`src/rtl/serport_pkg.sv`:
```
package serport_pkg;

    localparam int ADDR_W = 5;

    localparam logic [ADDR_W-1:0] OFS_CTRL0 = 5'h00;
    localparam logic [ADDR_W-1:0] OFS_CTRL1 = 5'h04;
    localparam logic [ADDR_W-1:0] OFS_DATA  = 5'h08;
    localparam logic [ADDR_W-1:0] OFS_STAT  = 5'h0C;
    localparam logic [ADDR_W-1:0] OFS_PSC   = 5'h10;
    localparam logic [ADDR_W-1:0] OFS_INT   = 5'h14;

    // second control word, bit 6 down to bit 0
    typedef struct packed {
        logic out_dis;
        logic slave_sel;
        logic port_en;
        logic loopback;
        logic ovr_ie;
        logic tx_ie;
        logic rx_ie;
    } ctrl1_t;

    // status word, bit 4 down to bit 0
    typedef struct packed {
        logic busy;
        logic rx_full;
        logic rx_nempty;
        logic tx_nfull;
        logic tx_empty;
    } stat_t;

    // interrupt status, bit 2 down to bit 0
    typedef struct packed {
        logic ovr;
        logic tx_req;
        logic rx_req;
    } intr_t;

    typedef enum logic [2:0] {
        SEL_NONE,
        SEL_CTRL0,
        SEL_CTRL1,
        SEL_DATA,
        SEL_STAT,
        SEL_PSC,
        SEL_INT
    } regsel_e;

    function automatic regsel_e decode_addr(input logic [ADDR_W-1:0] a);
        regsel_e s;
        case (a)
            OFS_CTRL0: s = SEL_CTRL0;
            OFS_CTRL1: s = SEL_CTRL1;
            OFS_DATA:  s = SEL_DATA;
            OFS_STAT:  s = SEL_STAT;
            OFS_PSC:   s = SEL_PSC;
            OFS_INT:   s = SEL_INT;
            default:   s = SEL_NONE;
        endcase
        return s;
    endfunction

endpackage

```
`src/rtl/serport_fifo.sv`:
```
module serport_fifo #(
    parameter int WIDTH = 16,
    parameter int DEPTH = 8
) (
    input  logic                         clk,
    input  logic                         rst,
    input  logic                         push,
    input  logic [WIDTH-1:0]             din,
    input  logic                         pop,
    output logic [WIDTH-1:0]             head,
    output logic [$clog2(DEPTH+1)-1:0]   count,
    output logic                         full,
    output logic                         empty
);
    localparam int PTR_W = (DEPTH > 1) ? $clog2(DEPTH) : 1;
    localparam int CNT_W = $clog2(DEPTH + 1);
    localparam logic [PTR_W-1:0] LAST = PTR_W'(DEPTH - 1);
    localparam logic [CNT_W-1:0] FULL_CNT = CNT_W'(DEPTH);

    logic [WIDTH-1:0] mem [DEPTH];
    logic [PTR_W-1:0] wr_ptr, rd_ptr;
    logic             push_ok, pop_ok;

    assign full    = (count == FULL_CNT);
    assign empty   = (count == '0);
    assign push_ok = push && !full;
    assign pop_ok  = pop && !empty;
    assign head    = empty ? '0 : mem[rd_ptr];

    always_ff @(posedge clk) begin
        if (push_ok) begin
            mem[wr_ptr] <= din;
        end
    end

    always_ff @(posedge clk) begin
        if (rst) begin
            wr_ptr <= '0;
            rd_ptr <= '0;
            count  <= '0;
        end else begin
            if (push_ok) begin
                wr_ptr <= (wr_ptr == LAST) ? '0 : wr_ptr + 1'b1;
            end
            if (pop_ok) begin
                rd_ptr <= (rd_ptr == LAST) ? '0 : rd_ptr + 1'b1;
            end
            case ({push_ok, pop_ok})
                2'b10:   count <= count + 1'b1;
                2'b01:   count <= count - 1'b1;
                default: count <= count;
            endcase
        end
    end


    no_overflow_chk: assert property (@(posedge clk) disable iff (rst)
        count <= FULL_CNT);


    full_push_ignored_chk: assert property (@(posedge clk) disable iff (rst)
        (full && push && !pop) |=> (count == FULL_CNT));

endmodule

```
`src/rtl/serport_intr.sv`:
```
module serport_intr
    import serport_pkg::*;
#(
    parameter int DEPTH = 8
) (
    input  logic                         clk,
    input  logic                         rst,
    input  logic [$clog2(DEPTH+1)-1:0]   rx_count,
    input  logic [$clog2(DEPTH+1)-1:0]   tx_count,
    input  logic                         ovr_set,
    input  logic                         ovr_clr,
    input  ctrl1_t                       ctrl,
    output intr_t                        raw,
    output logic                         irq
);
    localparam int CNT_W = $clog2(DEPTH + 1);
    localparam logic [CNT_W-1:0] HALF = CNT_W'(DEPTH / 2);

    logic ovr_q;

    always_ff @(posedge clk) begin
        if (rst) begin
            ovr_q <= 1'b0;
        end else if (ovr_set) begin
            ovr_q <= 1'b1;
        end else if (ovr_clr) begin
            ovr_q <= 1'b0;
        end
    end

    always_comb begin
        raw.rx_req = (rx_count >= HALF);
        raw.tx_req = (tx_count <= HALF);
        raw.ovr    = ovr_q;
        irq = (raw.rx_req && ctrl.rx_ie) ||
              (raw.tx_req && ctrl.tx_ie) ||
              (raw.ovr    && ctrl.ovr_ie);
    end


    ovr_sticky_chk: assert property (@(posedge clk) disable iff (rst)
        (raw.ovr && !ovr_clr) |=> raw.ovr);


    ovr_clear_chk: assert property (@(posedge clk) disable iff (rst)
        (ovr_clr && !ovr_set) |=> !raw.ovr);


    irq_src_chk: assert property (@(posedge clk) disable iff (rst)
        irq |-> (ctrl.rx_ie || ctrl.tx_ie || ctrl.ovr_ie));

endmodule

```
`src/rtl/serport_regs.sv`:
```
module serport_regs
    import serport_pkg::*;
#(
    parameter int DATA_W     = 16,
    parameter int FIFO_DEPTH = 8,
    parameter int PSC_W      = 8
) (
    input  logic              clk,
    input  logic              rst,
    input  logic [ADDR_W-1:0] bus_addr,
    input  logic              bus_wr,
    input  logic              bus_rd,
    input  logic [DATA_W-1:0] bus_wdata,
    output logic [DATA_W-1:0] bus_rdata,
    output logic              irq,
    output logic              eng_tx_valid,
    output logic [DATA_W-1:0] eng_tx_data,
    input  logic              eng_tx_take,
    input  logic              eng_rx_valid,
    input  logic [DATA_W-1:0] eng_rx_data,
    input  logic              eng_busy,
    output logic [DATA_W-1:0] cfg_ctrl0,
    output logic [PSC_W-1:0]  cfg_prescale,
    output logic              cfg_loopback,
    output logic              cfg_slave,
    output logic              cfg_out_dis
);
    localparam int CNT_W  = $clog2(FIFO_DEPTH + 1);
    localparam int CTRL1_W = $bits(ctrl1_t);

    regsel_e             sel;
    logic [DATA_W-1:0]   ctrl0_q;
    ctrl1_t              ctrl1_q;
    logic [PSC_W-1:0]    psc_q;

    logic                tx_push, tx_pop, tx_full, tx_empty;
    logic [CNT_W-1:0]    tx_count;
    logic [DATA_W-1:0]   tx_head;

    logic                rx_push, rx_pop, rx_full, rx_empty;
    logic [CNT_W-1:0]    rx_count;
    logic [DATA_W-1:0]   rx_head;

    logic                frame_in, ovr_set, ovr_clr;
    stat_t               stat;
    intr_t               raw;

    assign sel = decode_addr(bus_addr);

    // control register writes
    always_ff @(posedge clk) begin
        if (rst) begin
            ctrl0_q <= '0;
            ctrl1_q <= '0;
            psc_q   <= '0;
        end else if (bus_wr) begin
            case (sel)
                SEL_CTRL0: ctrl0_q <= bus_wdata;
                SEL_CTRL1: ctrl1_q <= ctrl1_t'(bus_wdata[CTRL1_W-1:0]);
                SEL_PSC:   psc_q   <= bus_wdata[PSC_W-1:0];
                default: ;
            endcase
        end
    end

    // queue control
    assign tx_push  = bus_wr && (sel == SEL_DATA);
    assign tx_pop   = eng_tx_take && eng_tx_valid;
    assign frame_in = eng_rx_valid && ctrl1_q.port_en;
    assign rx_push  = frame_in && !rx_full;
    assign ovr_set  = frame_in && rx_full;
    assign rx_pop   = bus_rd && (sel == SEL_DATA);
    assign ovr_clr  = bus_wr && (sel == SEL_INT);

    serport_fifo #(.WIDTH(DATA_W), .DEPTH(FIFO_DEPTH)) tx_fifo_i (
        .clk   (clk),
        .rst   (rst),
        .push  (tx_push),
        .din   (bus_wdata),
        .pop   (tx_pop),
        .head  (tx_head),
        .count (tx_count),
        .full  (tx_full),
        .empty (tx_empty)
    );

    serport_fifo #(.WIDTH(DATA_W), .DEPTH(FIFO_DEPTH)) rx_fifo_i (
        .clk   (clk),
        .rst   (rst),
        .push  (rx_push),
        .din   (eng_rx_data),
        .pop   (rx_pop),
        .head  (rx_head),
        .count (rx_count),
        .full  (rx_full),
        .empty (rx_empty)
    );

    serport_intr #(.DEPTH(FIFO_DEPTH)) intr_i (
        .clk      (clk),
        .rst      (rst),
        .rx_count (rx_count),
        .tx_count (tx_count),
        .ovr_set  (ovr_set),
        .ovr_clr  (ovr_clr),
        .ctrl     (ctrl1_q),
        .raw      (raw),
        .irq      (irq)
    );

    // status and engine side
    always_comb begin
        stat.tx_empty  = tx_empty;
        stat.tx_nfull  = !tx_full;
        stat.rx_nempty = !rx_empty;
        stat.rx_full   = rx_full;
        stat.busy      = ctrl1_q.port_en && (eng_busy || !tx_empty);
    end

    assign eng_tx_valid = ctrl1_q.port_en && !tx_empty;
    assign eng_tx_data  = tx_head;
    assign cfg_ctrl0    = ctrl0_q;
    assign cfg_prescale = psc_q;
    assign cfg_loopback = ctrl1_q.loopback;
    assign cfg_slave    = ctrl1_q.slave_sel;
    assign cfg_out_dis  = ctrl1_q.out_dis;

    // read mux
    always_comb begin
        case (sel)
            SEL_CTRL0: bus_rdata = ctrl0_q;
            SEL_CTRL1: bus_rdata = DATA_W'(ctrl1_q);
            SEL_DATA:  bus_rdata = rx_head;
            SEL_STAT:  bus_rdata = DATA_W'(stat);
            SEL_PSC:   bus_rdata = DATA_W'(psc_q);
            SEL_INT:   bus_rdata = DATA_W'(raw);
            default:   bus_rdata = '0;
        endcase
    end


    tx_gate_chk: assert property (@(posedge clk) disable iff (rst)
        !ctrl1_q.port_en |-> !eng_tx_valid);


    rx_gate_chk: assert property (@(posedge clk) disable iff (rst)
        (!ctrl1_q.port_en && !rx_pop) |=> $stable(rx_count));

endmodule

```
`config.mk`:
```
export PLATFORM = sky130hd
export DESIGN_NAME = serport_regs
export DESIGN_NICKNAME = d
export VERILOG_FILES = /design/src/rtl/serport_pkg.sv /design/src/rtl/serport_fifo.sv /design/src/rtl/serport_intr.sv /design/src/rtl/serport_regs.sv
export SDC_FILE = /design/constraint.sdc
export NUM_CORES = 1
export LEC_CHECK = 0
export ABC_AREA = 1
export CAP_MARGIN = 20
export CELL_PAD_IN_SITES_DETAIL_PLACEMENT = 2
export CELL_PAD_IN_SITES_GLOBAL_PLACEMENT = 2
export CORE_ASPECT_RATIO = 2
export CORE_MARGIN = 2
export CORE_UTILIZATION = 42
export DETAILED_ROUTE_END_ITERATION = 10
export PLACE_DENSITY = 0.88
export SLEW_MARGIN = 40
export SYNTH_ARGS = -nofsm -noshare
export SYNTH_HDL_FRONTEND = slang
export SYNTH_SLANG_ARGS = --single-unit
```
`constraint.sdc`:
```
create_clock -name clk -period 5.3 [get_ports clk]
set_input_delay 1.59 -clock clk [delete_from_list [all_inputs] [get_ports clk]]
set_output_delay 1.59 -clock clk [all_outputs]
set_load 0.03 [all_outputs]
```
==> flow_metrics.env, run 1 <==
export IMPL_status="complete, no violations"
export IMPL_relSlewSlack=0.452
export IMPL_yosysSeqAreaShare=0.687
export IMPL_multiInputGateArea_um2=3620
export IMPL_syn_nets=1202
export IMPL_n_fill_cell=2919
export IMPL_period_needed_ns=5.07
export IMPL_swShare=0.208
export IMPL_pwr_share_comb=0.028
export IMPL_fp_dieW_um=128
export IMPL_maxCapViolations=0
export IMPL_finClkSkew_ns=0.0272
export IMPL_wl_mm=42.5
export IMPL_p_leak_nw=5.35
export IMPL_core_area_um2=30200
export IMPL_syn_area_per_cell_um2=11.3
export IMPL_grt_pass1_wl_mm=65.2
export IMPL_fin_area_um2=15400
export IMPL_die_h_um=252
export IMPL_end_kind="primary output"
export IMPL_post_cts_setup_buffer_count=0
export IMPL_grt_remaining_overflow=0
export IMPL_regToRegSetupSlack_ns=2.35
export IMPL_grt_pass1_vias=10904
export IMPL_drtAntennaViolNets=0
export IMPL_antenna_found_initial=1
export IMPL_vdd_drop_max_mv=0.338
export IMPL_vias=9553
export IMPL_drt_pass1_iter_count=5
export IMPL_power_frac_seq=0.535
export IMPL_gp_congestion=0.799
export IMPL_worst_pin_slew_ns=0.823
export IMPL_critPathLaunchType="primary input"
export IMPL_ys_warn_count=0
export IMPL_fin_setup_tns_ns=0
export IMPL_ys_types=37
export IMPL_postCtsHoldBufs=0
export IMPL_seq_area_um2=8850
export IMPL_rsz0062_at_grt="false"
export IMPL_track_usage=0.269
export IMPL_h_tree_depth=1
export IMPL_syn_area_um2=12900
export IMPL_cts_buffer_depth=3
export IMPL_nets=1313
export IMPL_post_dp_hpwl_mm=28.4
export IMPL_finalHoldViolations=0
export IMPL_cp_arrival_ns=3.48
export IMPL_report_final_slew_viol_count=0
export IMPL_synth_cells=1144
export IMPL_p_switching_mw=1.04
export IMPL_cts_buffers=29
export IMPL_place_area_um2=14400
export IMPL_final_common_cell="nor2_1"
export IMPL_ys_ff_latch=314
export IMPL_clock_latency_ns=0.59
export IMPL_clk_pin_slew_ns=0.06
export IMPL_hold_path_class="reg2reg"
export IMPL_cts_tree="yes"
export IMPL_synthToLayoutAreaGrowth_pct=19.4
export IMPL_power_density_nw_per_um2=325
export IMPL_wire_per_inst_um=25.8
export IMPL_synthFlopType="edfxtp_1"
export IMPL_diodes=0
export IMPL_postCtsResizedCells=0
export IMPL_root_buffer="clkbuf_16"
export IMPL_portBuffers=104
export IMPL_rows=90
export IMPL_drt_iter0_markers=489
export IMPL_post_route_period_util=0.956
export IMPL_die_area_um2=32200
export IMPL_max_clock_freq_mhz=197
export IMPL_drc=0
export IMPL_post_route_cells_drive_above_1_share=0.103
export IMPL_synthArstFlopShare=0
export IMPL_internal_power_mw=3.96
export IMPL_viasPerCell=5.80
export IMPL_critical_path_class="in2out"
export IMPL_mostFrequentLayoutCells="267 x nor2_1, 256 x edfxtp_1, 180 x o21ai_0, 101 x nand2_1, 88 x clkdlybuf4s50_1"
export IMPL_cts_sinks=314
export IMPL_worst_ep_required_time_ns=3.71
export IMPL_pwr_share_clk=0.437
export IMPL_ioPinCount=105
export IMPL_synth_edf_count=256
export IMPL_start_util=0.427
export IMPL_crit_fanout=8
export IMPL_setup_viol=0
export IMPL_grt_max_degree=65
[state kept, by name, indices dropped and copies added (netlist names), named ones only]
signal	count
rx_fifo_i.rd_ptr	3
tx_fifo_i.mem	128
intr_i.ovr_q	1
ctrl1_q	4
cfg_out_dis	1
rx_fifo_i.wr_ptr	3
cfg_ctrl0	16
rx_fifo_i.count	4
tx_fifo_i.count	4
tx_fifo_i.rd_ptr	3
tx_fifo_i.wr_ptr	3
cfg_slave	1
cfg_loopback	1
cfg_prescale	8
rx_fifo_i.mem	128
[cell usage after synthesis (18+ instances only)]
master | instances | area, um2
a21oi_1 | 25 | 125
buf_2 | 18 | 90.1
clkbuf_1 | 24 | 90.1
dfxtp_1 | 58 | 1160
edfxtp_1 | 256 | 7690
inv_1 | 37 | 139
nand2_1 | 101 | 379
nand3_1 | 37 | 185
nor2_1 | 267 | 1000
o211ai_1 | 20 | 150
o21ai_0 | 180 | 901
[worst max-delay path, cell delays in order]
cell	delay (ns)
clkdlybuf4s50_1	0.53
inv_1	0.10
nor2_2	0.08
nand2_1	0.07
nor2_2	0.17
nand2_1	0.16
clkinv_2	0.21
buf_4	0.20
nand3_1	0.08
nand2_1	0.14
buf_12	0.13
[path summary, 6_finish.rpt]
path,from,to,cells after the start
min,tx_fifo_i.rd_ptr[1],flip-flop,2
max reg2reg,tx_fifo_i.count[0],tx_fifo_i.count[2],15
max,bus_addr[3],bus_rdata[8],11
min reg2reg,tx_fifo_i.rd_ptr[1],flip-flop,2
[power groups by stage]
stage	combinational (mW)	sequential (mW)	clock, mW
final	0.141	2.67	2.18
after global routing	0.151	2.67	2.29
after CTS	0.142	2.67	2.22
after detailed placement	0.139	2.73	0
after global placement	0.131	2.73	0
after floorplan	0.0402	2.73	0
[per-layer routing]
metal	global-route usage	up-vias	wire (um)
met1	0.285	4863	15000
met2	0.506	303	23600
met3	0.0354	128	1680
met5	0	-	13
li1	-	4257	-
met4	0.141	2	2180
[logic make-up after synthesis]
| group | synth area share |
|---|---|
| flip-flops | 0.687 |
| AND/OR/NAND/NOR | 0.140 |
| buffers and inverters | 0.0357 |
| AO/OA/AOI/OAI | 0.110 |
| multiplexers | 0.0124 |
| XOR/XNOR | 0.00136 |
| adder cells (fa/ha/maj) | 0.0136 |
[stage by stage]
stage                     hold slack (ns)   util  power, mW  std cells  worst slack, ns
after floorplan                     0.444      -       2.77       1144             1.15
after global placement              0.472  0.477       2.86       1592            0.370
after detailed placement            0.486  0.477       2.87       1592            0.291
after CTS                           0.504  0.510       5.03       1646            0.220
after global routing                0.540  0.510       5.12       1646           0.0852
final                               0.509  0.510       4.99       1646            0.231
[cell type report]
| class | instances | share of cell area |
|---|---|---|
| Clock inverter | 16 | 0.0131 |
| Timing Repair Buffer | 137 | 0.0844 |
| Multi-Input combinational cell | 727 | 0.235 |
| Clock buffer | 38 | 0.0507 |
| Tap cell | 368 | 0.0299 |
| Sequential cell | 314 | 0.575 |
| Inverter | 46 | 0.0116 |
Power figures use the tool's default switching activity.
==> run 2: changes to the inputs <==
--- a/config.mk
+++ b/config.mk
@@ -18,3 +18,4 @@
 export SYNTH_ARGS = -nofsm -noshare
 export SYNTH_HDL_FRONTEND = slang
 export SYNTH_SLANG_ARGS = --single-unit
+export TNS_END_PERCENT = 5
==> results of run 2 <==
The final DEF is identical to that of run 1; final timing and power are the same.
==> run 3: changes to the inputs <==
--- a/config.mk
+++ b/config.mk
@@ -11,9 +11,10 @@
 export CELL_PAD_IN_SITES_GLOBAL_PLACEMENT = 2
 export CORE_ASPECT_RATIO = 2
 export CORE_MARGIN = 2
-export CORE_UTILIZATION = 42
+export CORE_UTILIZATION = 43
+export CTS_BUF_LIST = sky130_fd_sc_hd__clkbuf_2 sky130_fd_sc_hd__clkbuf_4 sky130_fd_sc_hd__clkbuf_8
 export DETAILED_ROUTE_END_ITERATION = 10
-export PLACE_DENSITY = 0.88
+export PLACE_DENSITY = 0.89
 export SLEW_MARGIN = 40
 export SYNTH_ARGS = -nofsm -noshare
 export SYNTH_HDL_FRONTEND = slang
==> run 3 against run 2 <==
  * Clock skew barely moved
  * Global-route usage rose by 1.8 points
  * Flip-flop and latch count did not move
  * Sequential power barely moved
  * Largest power group unchanged
==> flow_metrics.env, run 3 (same netlist as run 1, synthesis figures left out) <==
export IMPL_min_from="ctrl1_q[2]"
export IMPL_vias=9706
export IMPL_fin_hold_ws_ns=0.515
export IMPL_wire_per_inst_um=26.8
export IMPL_start_util=0.437
export IMPL_cts_buffer_depth=3
export IMPL_finClkSkew_ns=0.0267
export IMPL_power_density_nw_per_um2=323
export IMPL_drt_pass1_iter_count=5
export IMPL_cts_tree="yes"
export IMPL_viasPerCell=5.79
export IMPL_period_needed_ns=5.17
export IMPL_critical_path_class="in2out"
export IMPL_setup_viol=0
export IMPL_worstSetupStartpoint="bus_addr[3]"
export IMPL_power_frac_seq=0.538
export IMPL_place_area_um2=14400
export IMPL_post_dp_hpwl_mm=29.4
export IMPL_nets=1330
export IMPL_worst_pin_slew_ns=0.804
export IMPL_worst_ep_required_time_ns=3.71
export IMPL_clk_pin_slew_ns=0.07
export IMPL_vdd_drop_max_mv=0.287
export IMPL_drc=0
export IMPL_die_area_um2=31500
export IMPL_max_clock_freq_mhz=193
export IMPL_drtAntennaViolNets=0
export IMPL_finalPower_mw=4.97
export IMPL_wl_mm=44.9
export IMPL_track_usage=0.287
export IMPL_final_cells=1675
export IMPL_grt_max_degree=65
export IMPL_maxCapViolations=0
export IMPL_die_h_um=249
export IMPL_status="complete, no violations"
export IMPL_hold_path_class="reg2reg"
export IMPL_rows=89
export IMPL_crit_chain="clkdlybuf4s50_1 > inv_1 > nor2_2 > nand2_1 > nor2_2 > nand2_1 > inv_4 > nand3_1 > nand3b_1 > buf_4"
export IMPL_worst_path_max_delay_cell="clkdlybuf4s50_1"
export IMPL_synthToLayoutAreaGrowth_pct=19.4
export IMPL_wl_met2_mm=25.0
export IMPL_report_final_slew_viol_count=0
export IMPL_n_fill_cell=2882
export IMPL_cp_arrival_ns=3.58
export IMPL_dr_max_layer_used="met4"
export IMPL_cts_sinks=314
export IMPL_rsz0062_at_grt="false"
export IMPL_post_route_cells_drive_above_1_share=0.128
export IMPL_placedCellCount=1588
export IMPL_final_common_cell="nor2_1"
export IMPL_wl_met3_mm=1.95
export IMPL_ioPinCount=105
export IMPL_p_switching_mw=1.10
export IMPL_critical_path_max_stage_delay_ns=0.57
export IMPL_finalHoldViolations=0
export IMPL_post_route_period_util=0.976
export IMPL_gp_congestion=0.799
export IMPL_fp_dieW_um=126
export IMPL_antenna_found_initial=1
export IMPL_pwr_share_comb=0.029
export IMPL_portBuffers=104
export IMPL_internal_power_mw=3.87
export IMPL_critPathBufInv=4
export IMPL_clock_latency_ns=0.61
export IMPL_mostFrequentLayoutCells="267 x nor2_1, 256 x edfxtp_1, 180 x o21ai_0, 101 x nand2_1, 88 x clkdlybuf4s50_1"
export IMPL_path_delay_family="buffers and inverters"
export IMPL_h_tree_depth=2
export IMPL_end_kind="primary output"
export IMPL_grt_pass1_wl_mm=68.1
export IMPL_root_buffer="clkbuf_8"
export IMPL_fin_area_um2=15400
export IMPL_cts_buffers=46
export IMPL_fin_setup_tns_ns=0
export IMPL_crit_fanout=15
export IMPL_relSlewSlack=0.463
export IMPL_grt_pass1_vias=11158
export IMPL_m1WireLength_mm=15.4
export IMPL_critPathLaunchType="primary input"
export IMPL_core_area_um2=29500
export IMPL_drt_iter0_markers=457
export IMPL_pwr_share_clk=0.433
export IMPL_r2r_start="tx_fifo_i.count[0]"
export IMPL_p_leak_nw=5.40
export IMPL_swShare=0.222
export IMPL_grt_remaining_overflow=0
-- run 3: worst register-to-register path, cell delays in order (launching register included) --
cell and delay (ns):
dfxtp_1 0.37, nor2_1 0.22, nand3_2 0.47, inv_2 0.25
nor2_2 0.08, nand2_1 0.17, inv_2 0.10, ha_1 0.26
nand2_1 0.12, inv_1 0.06, nor2_1 0.18, ha_1 0.18
a21oi_1 0.06, xnor2_1 0.15, o21ai_0 0.16, inv_1 0.06
-- run 3: final cells by class --
type | count | area (um2) | area share
multi-input combinational | 727 | 3620 | 0.235
sequential | 314 | 8850 | 0.575
timing repair buffer | 137 | 1290 | 0.0836
clock buffer | 68 | 823 | 0.0535
antenna | 1 | 2.50 | 0.000163
clock inverter | 18 | 170 | 0.0111
tap | 364 | 455 | 0.0296
inverter | 46 | 180 | 0.0117
-- run 3: final timing paths --
check / end / slack [ns] / depth (start not counted)
max: bus_rdata[4] / 0.13 / 10
min: ctrl1_q[2] / 0.51 / 2
max reg2reg: tx_fifo_i.count[2] / 2.30 / 15
min reg2reg: ctrl1_q[2] / 0.51 / 2
-- run 3: metal layers --
metal | GRT usage | up-vias
li1 | - | 4303
met4 | 0.155 | 0
met5 | 0 | -
met3 | 0.0427 | 152
met1 | 0.296 | 4905
met2 | 0.542 | 346
-- run 3: through the flow --
stage	worst slack, ns	utilization
floorplan	1.15	-
global placement	0.298	0.488
detailed placement	0.220	0.488
CTS	0.105	0.521
global route	0.0189	0.521
finish	0.126	0.521
-- run 3: power by group through the flow --
stage | registers [mW] | logic, mW | clock network [mW]
after floorplan | 2.73 | 0.0402 | 0
after global placement | 2.73 | 0.132 | 0
after detailed placement | 2.73 | 0.141 | 0
after CTS | 2.67 | 0.145 | 2.19
after global routing | 2.67 | 0.154 | 2.27
final | 2.67 | 0.144 | 2.16
-- run 3: timing repair --
action / 4_1_cts / 5_1_grt
endpoints found under the setup margin: 0 / 1
hold buffers: 0 / 0
buffers inserted: 0 / 0
gates resized for setup: 0 / 1
